[src/rtl/refPrescalerPkg.sv]
package refPrescalerPkg;
  localparam int NUM_TAPS = 5;
  localparam int CODE_W   = 3;

  typedef struct packed {
    logic                haltRef;
    logic [NUM_TAPS-1:0] pickHot;
  } ctlStrobes_t;
endpackage

[src/rtl/prescaleCtrl.sv]
module prescaleCtrl
  import refPrescalerPkg::*;
#(
  parameter int STOP_CODE = 7,
  parameter int X10_BASE  = 3
) (
  input  logic              clk,
  input  logic              rst,
  input  logic [CODE_W-1:0] rangeCode,
  input  logic              rangeX10,
  output ctlStrobes_t       ctl
);
  localparam int X10_SPAN = NUM_TAPS - X10_BASE;

  always_comb begin
    ctl = '0;
    if (int'(rangeCode) == STOP_CODE) begin
      ctl.haltRef = 1'b1;
    end else if (!rangeX10) begin
      for (int i = 0; i < NUM_TAPS; i++)
        if (int'(rangeCode) == i) ctl.pickHot[i] = 1'b1;
    end else begin
      for (int i = 0; i < X10_SPAN; i++)
        if (int'(rangeCode) == i) ctl.pickHot[X10_BASE+i] = 1'b1;
    end
  end

  p_single_pick_r9: assert property (@(posedge clk) disable iff (rst)
    $onehot0(ctl.pickHot));
  p_halt_no_pick_r10: assert property (@(posedge clk) disable iff (rst)
    ctl.haltRef |-> (ctl.pickHot == '0));
endmodule

[src/rtl/prescaleDatapath.sv]
module prescaleDatapath
  import refPrescalerPkg::*;
#(
  parameter int DIV_FIRST = 2,
  parameter int DIV_MID_A = 2,
  parameter int DIV_MID_B = 5,
  parameter int DIV_LAST  = 4
) (
  input  logic                clk,
  input  logic                rst,
  input  ctlStrobes_t         ctl,
  output logic [NUM_TAPS-1:0] tapStb,
  output logic                pickStb
);
  localparam int W_FIRST = $clog2(DIV_FIRST);
  localparam int W_MID_A = $clog2(DIV_MID_A);
  localparam int W_MID_B = $clog2(DIV_MID_B);
  localparam int W_LAST  = $clog2(DIV_LAST);
  localparam int LAST_HALF = DIV_LAST / 2;

  logic [W_FIRST-1:0] cntFirst;
  logic [W_MID_A-1:0] cntMidA;
  logic [W_MID_B-1:0] cntMidB;
  logic [W_LAST-1:0]  cntLast;
  logic run, enFirst, enMidA, enMidB, enLastHalf, enLastFull;

  assign run        = !rst && !ctl.haltRef;
  assign enFirst    = run && (int'(cntFirst) == DIV_FIRST - 1);
  assign enMidA     = enFirst && (int'(cntMidA) == DIV_MID_A - 1);
  assign enMidB     = enFirst && (int'(cntMidB) == DIV_MID_B - 1);
  assign enLastHalf = enMidB && (int'(cntLast) % LAST_HALF == LAST_HALF - 1);
  assign enLastFull = enMidB && (int'(cntLast) == DIV_LAST - 1);

  always_ff @(posedge clk) begin
    if (rst) begin
      cntFirst <= '0;
      cntMidA  <= '0;
      cntMidB  <= '0;
      cntLast  <= '0;
    end else if (run) begin
      cntFirst <= enFirst ? '0 : cntFirst + 1'b1;
      if (enFirst) begin
        cntMidA <= enMidA ? '0 : cntMidA + 1'b1;
        cntMidB <= enMidB ? '0 : cntMidB + 1'b1;
      end
      if (enMidB)
        cntLast <= enLastFull ? '0 : cntLast + 1'b1;
    end
  end

  assign tapStb  = {enLastFull, enLastHalf, enMidB, enMidA, enFirst};
  assign pickStb = |(tapStb & ctl.pickHot);

  p_mid_on_first_r3: assert property (@(posedge clk) disable iff (rst)
    tapStb[1] |-> tapStb[0]);
  p_mid_b_range_r4: assert property (@(posedge clk) disable iff (rst)
    int'(cntMidB) < DIV_MID_B);
  p_tap2_single_r4: assert property (@(posedge clk) disable iff (rst)
    tapStb[2] |=> !tapStb[2]);
  p_full_on_half_r6: assert property (@(posedge clk) disable iff (rst)
    tapStb[4] |-> tapStb[3]);
  p_hold_when_halted_r10: assert property (@(posedge clk) disable iff (rst)
    ctl.haltRef |=> ($stable(cntFirst) && $stable(cntMidB) && $stable(cntLast)));
  p_quiet_when_halted_r10: assert property (@(posedge clk) disable iff (rst)
    ctl.haltRef |-> (tapStb == '0 && !pickStb));
  p_quiet_in_reset_r1: assert property (@(posedge clk)
    rst |-> (tapStb == '0 && !pickStb));
endmodule

[src/rtl/refPrescaler.sv]
module refPrescaler
  import refPrescalerPkg::*;
(
  input  logic                clk,
  input  logic                rst,
  input  logic [CODE_W-1:0]   rangeCode,
  input  logic                rangeX10,
  output logic [NUM_TAPS-1:0] tapStb,
  output logic                pickStb
);
  ctlStrobes_t ctl;

  prescaleCtrl u_ctrl (
    .clk(clk), .rst(rst), .rangeCode(rangeCode), .rangeX10(rangeX10), .ctl(ctl)
  );

  prescaleDatapath u_dp (
    .clk(clk), .rst(rst), .ctl(ctl), .tapStb(tapStb), .pickStb(pickStb)
  );

  p_unused_low_r9: assert property (@(posedge clk) disable iff (rst)
    ((!rangeX10 && (rangeCode == 3'd5 || rangeCode == 3'd6)) ||
     (rangeX10 && rangeCode >= 3'd2 && rangeCode <= 3'd6)) |-> !pickStb);
  p_x10_route_r8: assert property (@(posedge clk) disable iff (rst)
    (rangeX10 && rangeCode == 3'd1) |-> (pickStb == tapStb[4]));
endmodule

[config.mk]
export PLATFORM = sky130hd
export DESIGN_NAME = refPrescaler
export DESIGN_NICKNAME = d
export VERILOG_FILES = /design/src/rtl/refPrescalerPkg.sv /design/src/rtl/prescaleCtrl.sv /design/src/rtl/prescaleDatapath.sv /design/src/rtl/refPrescaler.sv
export SDC_FILE = /design/constraint.sdc
export NUM_CORES = 1
export LEC_CHECK = 0
export BUFFER_PORTS_ARGS = -buffer_cell sky130_fd_sc_hd__buf_2
export CORE_MARGIN = 2
export CORE_UTILIZATION = 30
export CTS_CLUSTER_DIAMETER = 100
export DETAILED_ROUTE_END_ITERATION = 12
export GPL_TIMING_DRIVEN = 1
export PLACE_DENSITY = 0.62
export SETUP_SLACK_MARGIN = 0.3
export SLEW_MARGIN = 20
export SYNTH_ARGS = -nofsm -noshare
export SYNTH_HDL_FRONTEND = slang
export SYNTH_HIERARCHICAL = 1
export SYNTH_SLANG_ARGS = --single-unit
[constraint.sdc]
create_clock -name clk -period 2.2 [get_ports clk]
set_clock_uncertainty 0.1 [all_clocks]
set_input_delay 0 -clock clk [delete_from_list [all_inputs] [get_ports clk]]
set_output_delay 0 -clock clk [all_outputs]
set_load 0.02 [all_outputs]
After elaboration in Yosys (flattened, before gate mapping). Index checks and enable logic that the tools add are counted.

Logic and storage cells: 41. Input port bits: 6. Output and inout port bits: 6. Register bits: 7.

Bitwise operators: 1. Mux-type cells: 13. Eq/ne operators: 7. Add/sub/neg operators: 4. Reduce and logical (&&, ||, !) cells: 12.

Operator list (number): $eq A3 B3 Y1 const B (4); $mux W1 (8); $logic_and A1 B1 Y1 (6); $mux W3 (2); $and A5 B5 Y5 (1); $mux W5 (1); $reduce_or A5 Y1 (1); $mux W2 (2); $reduce_and A2 Y1 (2); $add A3 B1 Y3 const B (1); $eq A3 B1 Y1 const B (1); $eq A3 B2 Y1 const B (1); $logic_not A3 Y1 (1); $add A1 B1 Y1 const B (2); $add A2 B1 Y2 const B (1); $eq A2 B1 Y1 const B (1); $logic_not A1 Y1 (2).

Depth between registers and ports, before layout. Gate-level depths: netlist (run 1).

Depth after elaboration: 9. Gate-level depth with buffers: 8. Mapped depth without buffers: 6.

Hierarchy. The synthesis (run 1) kept the hierarchy.

By module, submodules not included: prescaleDatapath (instances 1, area an instance 406.6 µm², sequential area each 140.1 µm², cells an instance 47); prescaleCtrl (instances 1, area an instance 77.6 µm², sequential area each 0.0 µm², cells an instance 10).

Least setup slack after synthesis (run 1). Ideal clock, no wire load.

Path kind: reg2reg. From: register u_dp.cntFirst. To: register u_dp.cntLast[1]. Setup time: 0.121 ns. Setup slack: 0.687 ns. Arrival: 1.291 ns. Period minus slack after synthesis: 1.513 ns. Stages on the path, launching flop included: 6. Data required time: 1.979 ns. Buffers on the path: 1. Cell sequence: dfxtp_1 or3b_1 buf_2 inv_2 nand3_2 mux2_4.

Word-level cells in the longest chain between the ends: 4. Elaborated cells on any way between the ends: 5. Classes of those cells: mux: 1; reduce/logical: 4.

RTL lines: from (decl) (RTL line prescaleDatapath.sv:21) `logic [W_FIRST-1:0] cntFirst;`; from (signal assigned) (RTL line prescaleDatapath.sv:41) `cntFirst <= enFirst ? '0 : cntFirst + 1'b1;`; $logic_and A1 B1 Y1 (*) (RTL line prescaleDatapath.sv:28) `assign enFirst = run && (int'(cntFirst) == DIV_FIRST - 1);`; via u_dp.enFirst (RTL line prescaleDatapath.sv:25) `logic run, enFirst, enMidA, enMidB, enLastHalf, enLastFull;`; $logic_and A1 B1 Y1 (*) (RTL line prescaleDatapath.sv:30) `assign enMidB = enFirst && (int'(cntMidB) == DIV_MID_B - 1);`; $logic_and A1 B1 Y1 (RTL line prescaleDatapath.sv:32) `assign enLastFull = enMidB && (int'(cntLast) == DIV_LAST - 1);`; $mux W2 (RTL line prescaleDatapath.sv:47) `cntLast <= enLastFull ? '0 : cntLast + 1'b1;`; to (signal assigned) (RTL line prescaleDatapath.sv:47); to (decl) (RTL line prescaleDatapath.sv:24) `logic [W_LAST-1:0] cntLast;`.

Mark *: on every way through the listed nets, which the timed path passes. The rest lies on a longest branch. A chain may end at the register's enable or synchronous reset.

Worst setup path after layout (run 1).
From: register u_dp.cntFirst. To: output tapStb[3].

Word-level cells in the longest chain between the ends: 3.

RTL lines: $logic_and A1 B1 Y1 (RTL line prescaleDatapath.sv:28); $logic_and A1 B1 Y1 (RTL line prescaleDatapath.sv:30); $logic_and A1 B1 Y1 (RTL line prescaleDatapath.sv:31) `assign enLastHalf = enMidB && (int'(cntLast) % LAST_HALF == LAST_HALF - 1);`; to (decl) (RTL line refPrescaler.sv:8) `output logic [NUM_TAPS-1:0] tapStb,`.

No other way between the ends.

==> metrics.csv, run 1 <==
metric;value;unit
status;finished, final reports clean;
final_util;37.2;%
layout-drive-gt1-share;30.9;%
final_nets;78;
max_stage_delay;0.44;ns
die-area;0.00195;mm2
clkSinkCount;7;
synth_cell_types;30;
setup_violations;0;
rsz0062_at_grt;false;
layout_common_cells;11 x buf_2, 7 x dfxtp_1, 4 x a21oi_1;
final_antenna_net_count;0;
fin_crit_sh;78.7;%
fmax;0.578;GHz
powerDensity;537;mW/mm2
clk_latency;0.25;ns
ir_worst_vdd;0.159;mV
synth_area;484;um2
cts_tree;done;
grt_pass1_wl;1530;um
crit_slowest_cell;or3b_1;
viasPerCell;5.05;
wl;878;um
grt_overflow;0;
ff2ff_path_depth;4;
cts_made_buffers;3;
slew_viol_final;0;
whs_endpoint;u_dp/cntLast[1]$_SDFFE_PP0P_;
ys_seq_area_share;28.9;%
final_common_cell;buf_2;
synth_top_area_share;28.9;%
die_y;44.2;um
cp.required;2.10;ns
worstHoldPathType;in -> reg;
worstReg2RegStart;u_dp/cntFirst$_SDFFE_PP0N_;
clkTransAtPathRegs;0.06;ns
dr.pass1.iters;4;
diodes;0;
power_leakage;0.256;nW
coreArea;0.00151;mm2
grt_max_degree;9;
ys_ff_latch;7;
holdWs;0.114;ns
hp-start;rst;
avgSynthCellArea;8.49;um2
end_kind;primary output;
place_area;517;um2
rows;14;
track_usage;10.9;%
dp_slack;0.560;ns
netlist_top_cells_area;dfxtp_1 29%, buf_4 7.8%, ha_1 7.8%;
cts-resized-gates;0;
cts_buffer_depth;2;
synth_cells;57;
final_area;561;um2
reg2reg_to;u_dp/cntLast[1]$_SDFFE_PP0P_;
route.detailed.drc;0;
grt_pass1_vias;387;
cp_max_fo;6;
relSlewSlack;80.9;%
die_w;44.2;um
cap_viol_max_count;0;
avgRoutedWirePerCell;10.5;um
pin_count;12;
yosysTopAreaCell;dfxtp_1;
initialDrtViolationCount;9;
gp_congestion;0.768;
port_buffers;11;
tns;0;ns
arrival;1.63;ns
finalHoldViolations;0;
crit_path_cell_trace;or3b_1 > inv_2 > nand3_2 > inv_1 > and2_1 > buf_2;
worstMarginPinSlew;0.282;ns
r2r_slack;0.67;ns
cts_max_level;1;
finalCriticalPeriod;1.73;ns
root_buffer;clkbuf_4;
vias;424;
criticalPathCategory;reg -> out;
yosysWarnings;6;
start_util;32.1;%
fin_ws;0.469;ns
antenna_found_initial;0;
whs_path_depth;3;
crit_path_start_kind;flop;
area_growth_syn_to_layout;15.8;%
dp_hpwl;649;um
syn_nets;66;
-- per-layer routing --
metal / track usage [%] / share of wire [%] / wire (um)
met1: 11.6 / 47 / 412
met2: 17.4 / 46 / 404
met3: 2.45 / 4.3 / 38
met4: 10.9 / 2.6 / 23
met5: 0 / 0 / 0
-- report_power, final --
part,switching [mW],internal [mW],total (mW)
Clock,0.0494,0.0693,0.119
Sequential,0.00407,0.133,0.137
Combinational,0.0248,0.0205,0.0453
Total,0.0783,0.223,0.301
-- worst max-delay path: cells and delay by family, from the launching register on --
kind	cells	cell delay, ns
AND/OR/NAND/NOR	3	0.67
buffers and inverters	3	0.37
flip-flops	1	0.33
-- sequential cells by signal, indices dropped and copies added, names as in the netlist --
name / count
u_dp/cntMidA: 1
u_dp/cntFirst: 1
u_dp/cntLast: 2
u_dp/cntMidB: 3
-- repair_timing --
action,in CTS,in global routing
buffers inserted,0,1
hold buffers,1,0
hold endpoints to repair,6,0
endpoints found under the setup margin,0,1
-- synthesized netlist by cell type --
master,count
dfxtp_1,7
buf_4,5
a21oi_1,4
and2_1,3
ha_1,3
inv_1,3
nand2_1,3
nor2_1,3
o21ai_0,3
nor3_1,2
o31ai_1,2
a221oi_1,1
and2b_2,1
and3_2,1
buf_2,1
inv_2,1
mux2_4,1
nand3_1,1
nand3_2,1
nand4bb_1,1
nor4_1,1
nor4b_1,1
o22ai_1,1
or2b_1,1
or2b_2,1
or3b_1,1
or4_1,1
or4b_1,1
xnor2_1,1
xor2_1,1
-- metrics by stage --
step | total power, mW | instances
after floorplan | 0.168 | 57
after global placement | 0.181 | 78
after detailed placement | 0.182 | 78
after CTS | 0.303 | 83
after global routing | 0.323 | 84
final | 0.301 | 84
-- logic make-up (layout without fill, tap and decap cells) --
kind of cell | Yosys count | count (layout) | share of synthesized area [%]
AND/OR/NAND/NOR | 23 | 23 | 31.3
AO/OA/AOI/OAI | 11 | 11 | 13.4
buffers and inverters | 10 | 21 | 11.9
flip-flops | 7 | 7 | 28.9
adder cells (fa/ha/maj) | 3 | 3 | 7.75
XOR/XNOR | 2 | 2 | 3.62
multiplexers | 1 | 1 | 3.10
-- worst max-delay path by stage --
stage                               startpoint                           end  slack [ns]
finish              u_dp/cntFirst$_SDFFE_PP0N_                     tapStb[3]        0.47
global route        u_dp/cntFirst$_SDFFE_PP0N_                     tapStb[4]        0.36
CTS                 u_dp/cntFirst$_SDFFE_PP0N_                     tapStb[3]        0.41
detailed placement                rangeCode[2]  u_dp/cntLast[1]$_SDFFE_PP0P_        0.56
global placement                  rangeCode[2]  u_dp/cntLast[1]$_SDFFE_PP0P_        0.56
floorplan           u_dp/cntFirst$_SDFFE_PP0N_  u_dp/cntLast[1]$_SDFFE_PP0P_        0.69
-- area by class of cell --
cell class              instances  area [um2]
inverters                       4        15.0
clock buffers                   4        26.3
repair buffers                 13        72.6
fillers                       163         946
well taps                      16        20.0
flip-flops and latches          7         140
multi-input cells              40         287
No activity file was read; power rests on OpenSTA's default activity.
==> inputs of run 2 (changes only) <==
==> constraint.sdc (replaced) <==
create_clock -name clk -period 1.8 [get_ports clk]
set_clock_uncertainty 0.1 [all_clocks]
set_input_delay 0 -clock clk [delete_from_list [all_inputs] [get_ports clk]]
set_output_delay 0 -clock clk [all_outputs]
set_load 0.02 [all_outputs]
==> metrics.csv, run 2 (same netlist as run 1, synthesis figures left out) <==
metric;value;unit
status;finished, final reports clean;
criticalPathCategory;reg -> reg;
grt_pass1_vias;430;
fmax;0.646;GHz
grt_overflow;0;
crit_path_cell_trace;or3b_4 > buf_6 > or4_1 > a21oi_2;
final_nets;81;
rows;14;
root_buffer;clkbuf_4;
clkTransAtPathRegs;0.05;ns
max_stage_delay;0.41;ns
powerDensity;583;mW/mm2
final_area;646;um2
vias;448;
setup_violations;0;
end_kind;flop;
grt_max_degree;8;
power_leakage;0.278;nW
seq_area;141;um2
grt_pass1_wl;1680;um
wl;926;um
dp_slack;0.178;ns
largest-register;u_dp/cntMidB;
crit_path_start_kind;flop;
fin_crit_sh;86.0;%
cts_buffer_depth;2;
nFillCells;148;
relSlewSlack;75.9;%
tns;0;ns
fin_ws;0.252;ns
route.detailed.drc;0;
avgRoutedWirePerCell;10.6;um
die_w;44.2;um
rsz0062_at_grt;true;
clk_latency;0.25;ns
diodes;0;
clkSinkCount;7;
layout_common_cells;6 x buf_2, 6 x dfxtp_1, 5 x buf_4;
cp_max_fo;5;
worstMarginPinSlew;0.357;ns
place_area;519;um2
layout-drive-gt1-share;45.1;%
multi_input_area;318;um2
crit_slowest_cell;or4_1;
viasPerCell;5.15;
finalHoldViolations;0;
final_antenna_net_count;0;
slew_viol_final;0;
start_util;32.1;%
final_util;42.9;%
gp_congestion;0.685;
reg_top3;u_dp/cntMidB x3, u_dp/cntLast x2;
port_buffers;11;
finalCriticalPeriod;1.55;ns
dr.pass1.iters;4;
worstHoldPathType;in -> reg;
cts_tree;done;
cts_max_level;1;
arrival;1.63;ns
cap_viol_max_count;0;
pin_count;12;
die_y;44.2;um
dp_hpwl;648;um
die-area;0.00195;mm2
ir_worst_vdd;0.270;mV
area_growth_syn_to_layout;33.3;%
cp.required;1.89;ns
coreArea;0.00151;mm2
initialDrtViolationCount;6;
antenna_found_initial;0;
cts_made_buffers;3;
largest_reg_flops;3;
track_usage;11.8;%
run 2: worst max-delay path, delay by kind of cell (launching register included):
kind,cells,cell delay [ns]
and+or+nand+nor,2,0.81
DFF,1,0.31
buffers and inverters,1,0.14
AOI/OAI and AO/OA,1,0.12
run 2: report_power, final:
part / switching (mW) / leakage [nW] / total (mW) / internal (mW)
combinational: 0.0356 / 0.206 / 0.0696 / 0.0340
sequential: 0.00488 / 0.0572 / 0.168 / 0.163
clock: 0.0544 / 0.0150 / 0.139 / 0.0844
run 2: worst paths after layout:
kind,endpoint,slack (ns),cells past startpoint,from
setup / recovery,u_dp/cntLast[0]$_SDFFE_PP0P_,0.25,4,u_dp/cntFirst$_SDFFE_PP0N_
hold / removal,u_dp/cntLast[1]$_SDFFE_PP0P_,0.12,3,rst
setup reg to reg,u_dp/cntLast[0]$_SDFFE_PP0P_,0.25,4,u_dp/cntFirst$_SDFFE_PP0N_
hold reg to reg,u_dp/cntMidB[1]$_SDFFE_PP0P_,0.40,2,u_dp/cntMidB[1]$_SDFFE_PP0P_
run 2: cell type report:
cell class                 instances  area share, %
sequential                         7           21.9
clock buffer                       4           4.07
multi-input combinational         40           49.2
timing repair buffer              16           19.0
tap                               16           3.10
inverter                           4           2.71
run 2: stage by stage:
stage	std cells	hold WS [ns]	total power, mW
detailed placement	78	0.177	0.223
global placement	78	0.173	0.222
CTS	86	0.110	0.383
global route	87	0.117	0.405
floorplan	57	-0.0309	0.207
finish	87	0.116	0.376
run 2: repair_timing:
| action | CTS | global route |
|---|---|---|
| buffers inserted | 3 | 1 |
| gates resized for setup | 15 | 3 |
| endpoints found under the hold margin | 6 | 0 |
| pin swaps | 1 | 0 |
| hold buffers | 1 | 0 |
| setup endpoints to repair | 7 | 7 |
run 2: metal layers:
layer  track usage (%)  share of wire (%)  vias to the layer above
met5                 0                  0                        -
met4              5.45                1.6                        0
met3              4.90                4.0                        2
met2              20.3                 52                        9
met1              12.6                 42                      208
li1                  -                  -                      229
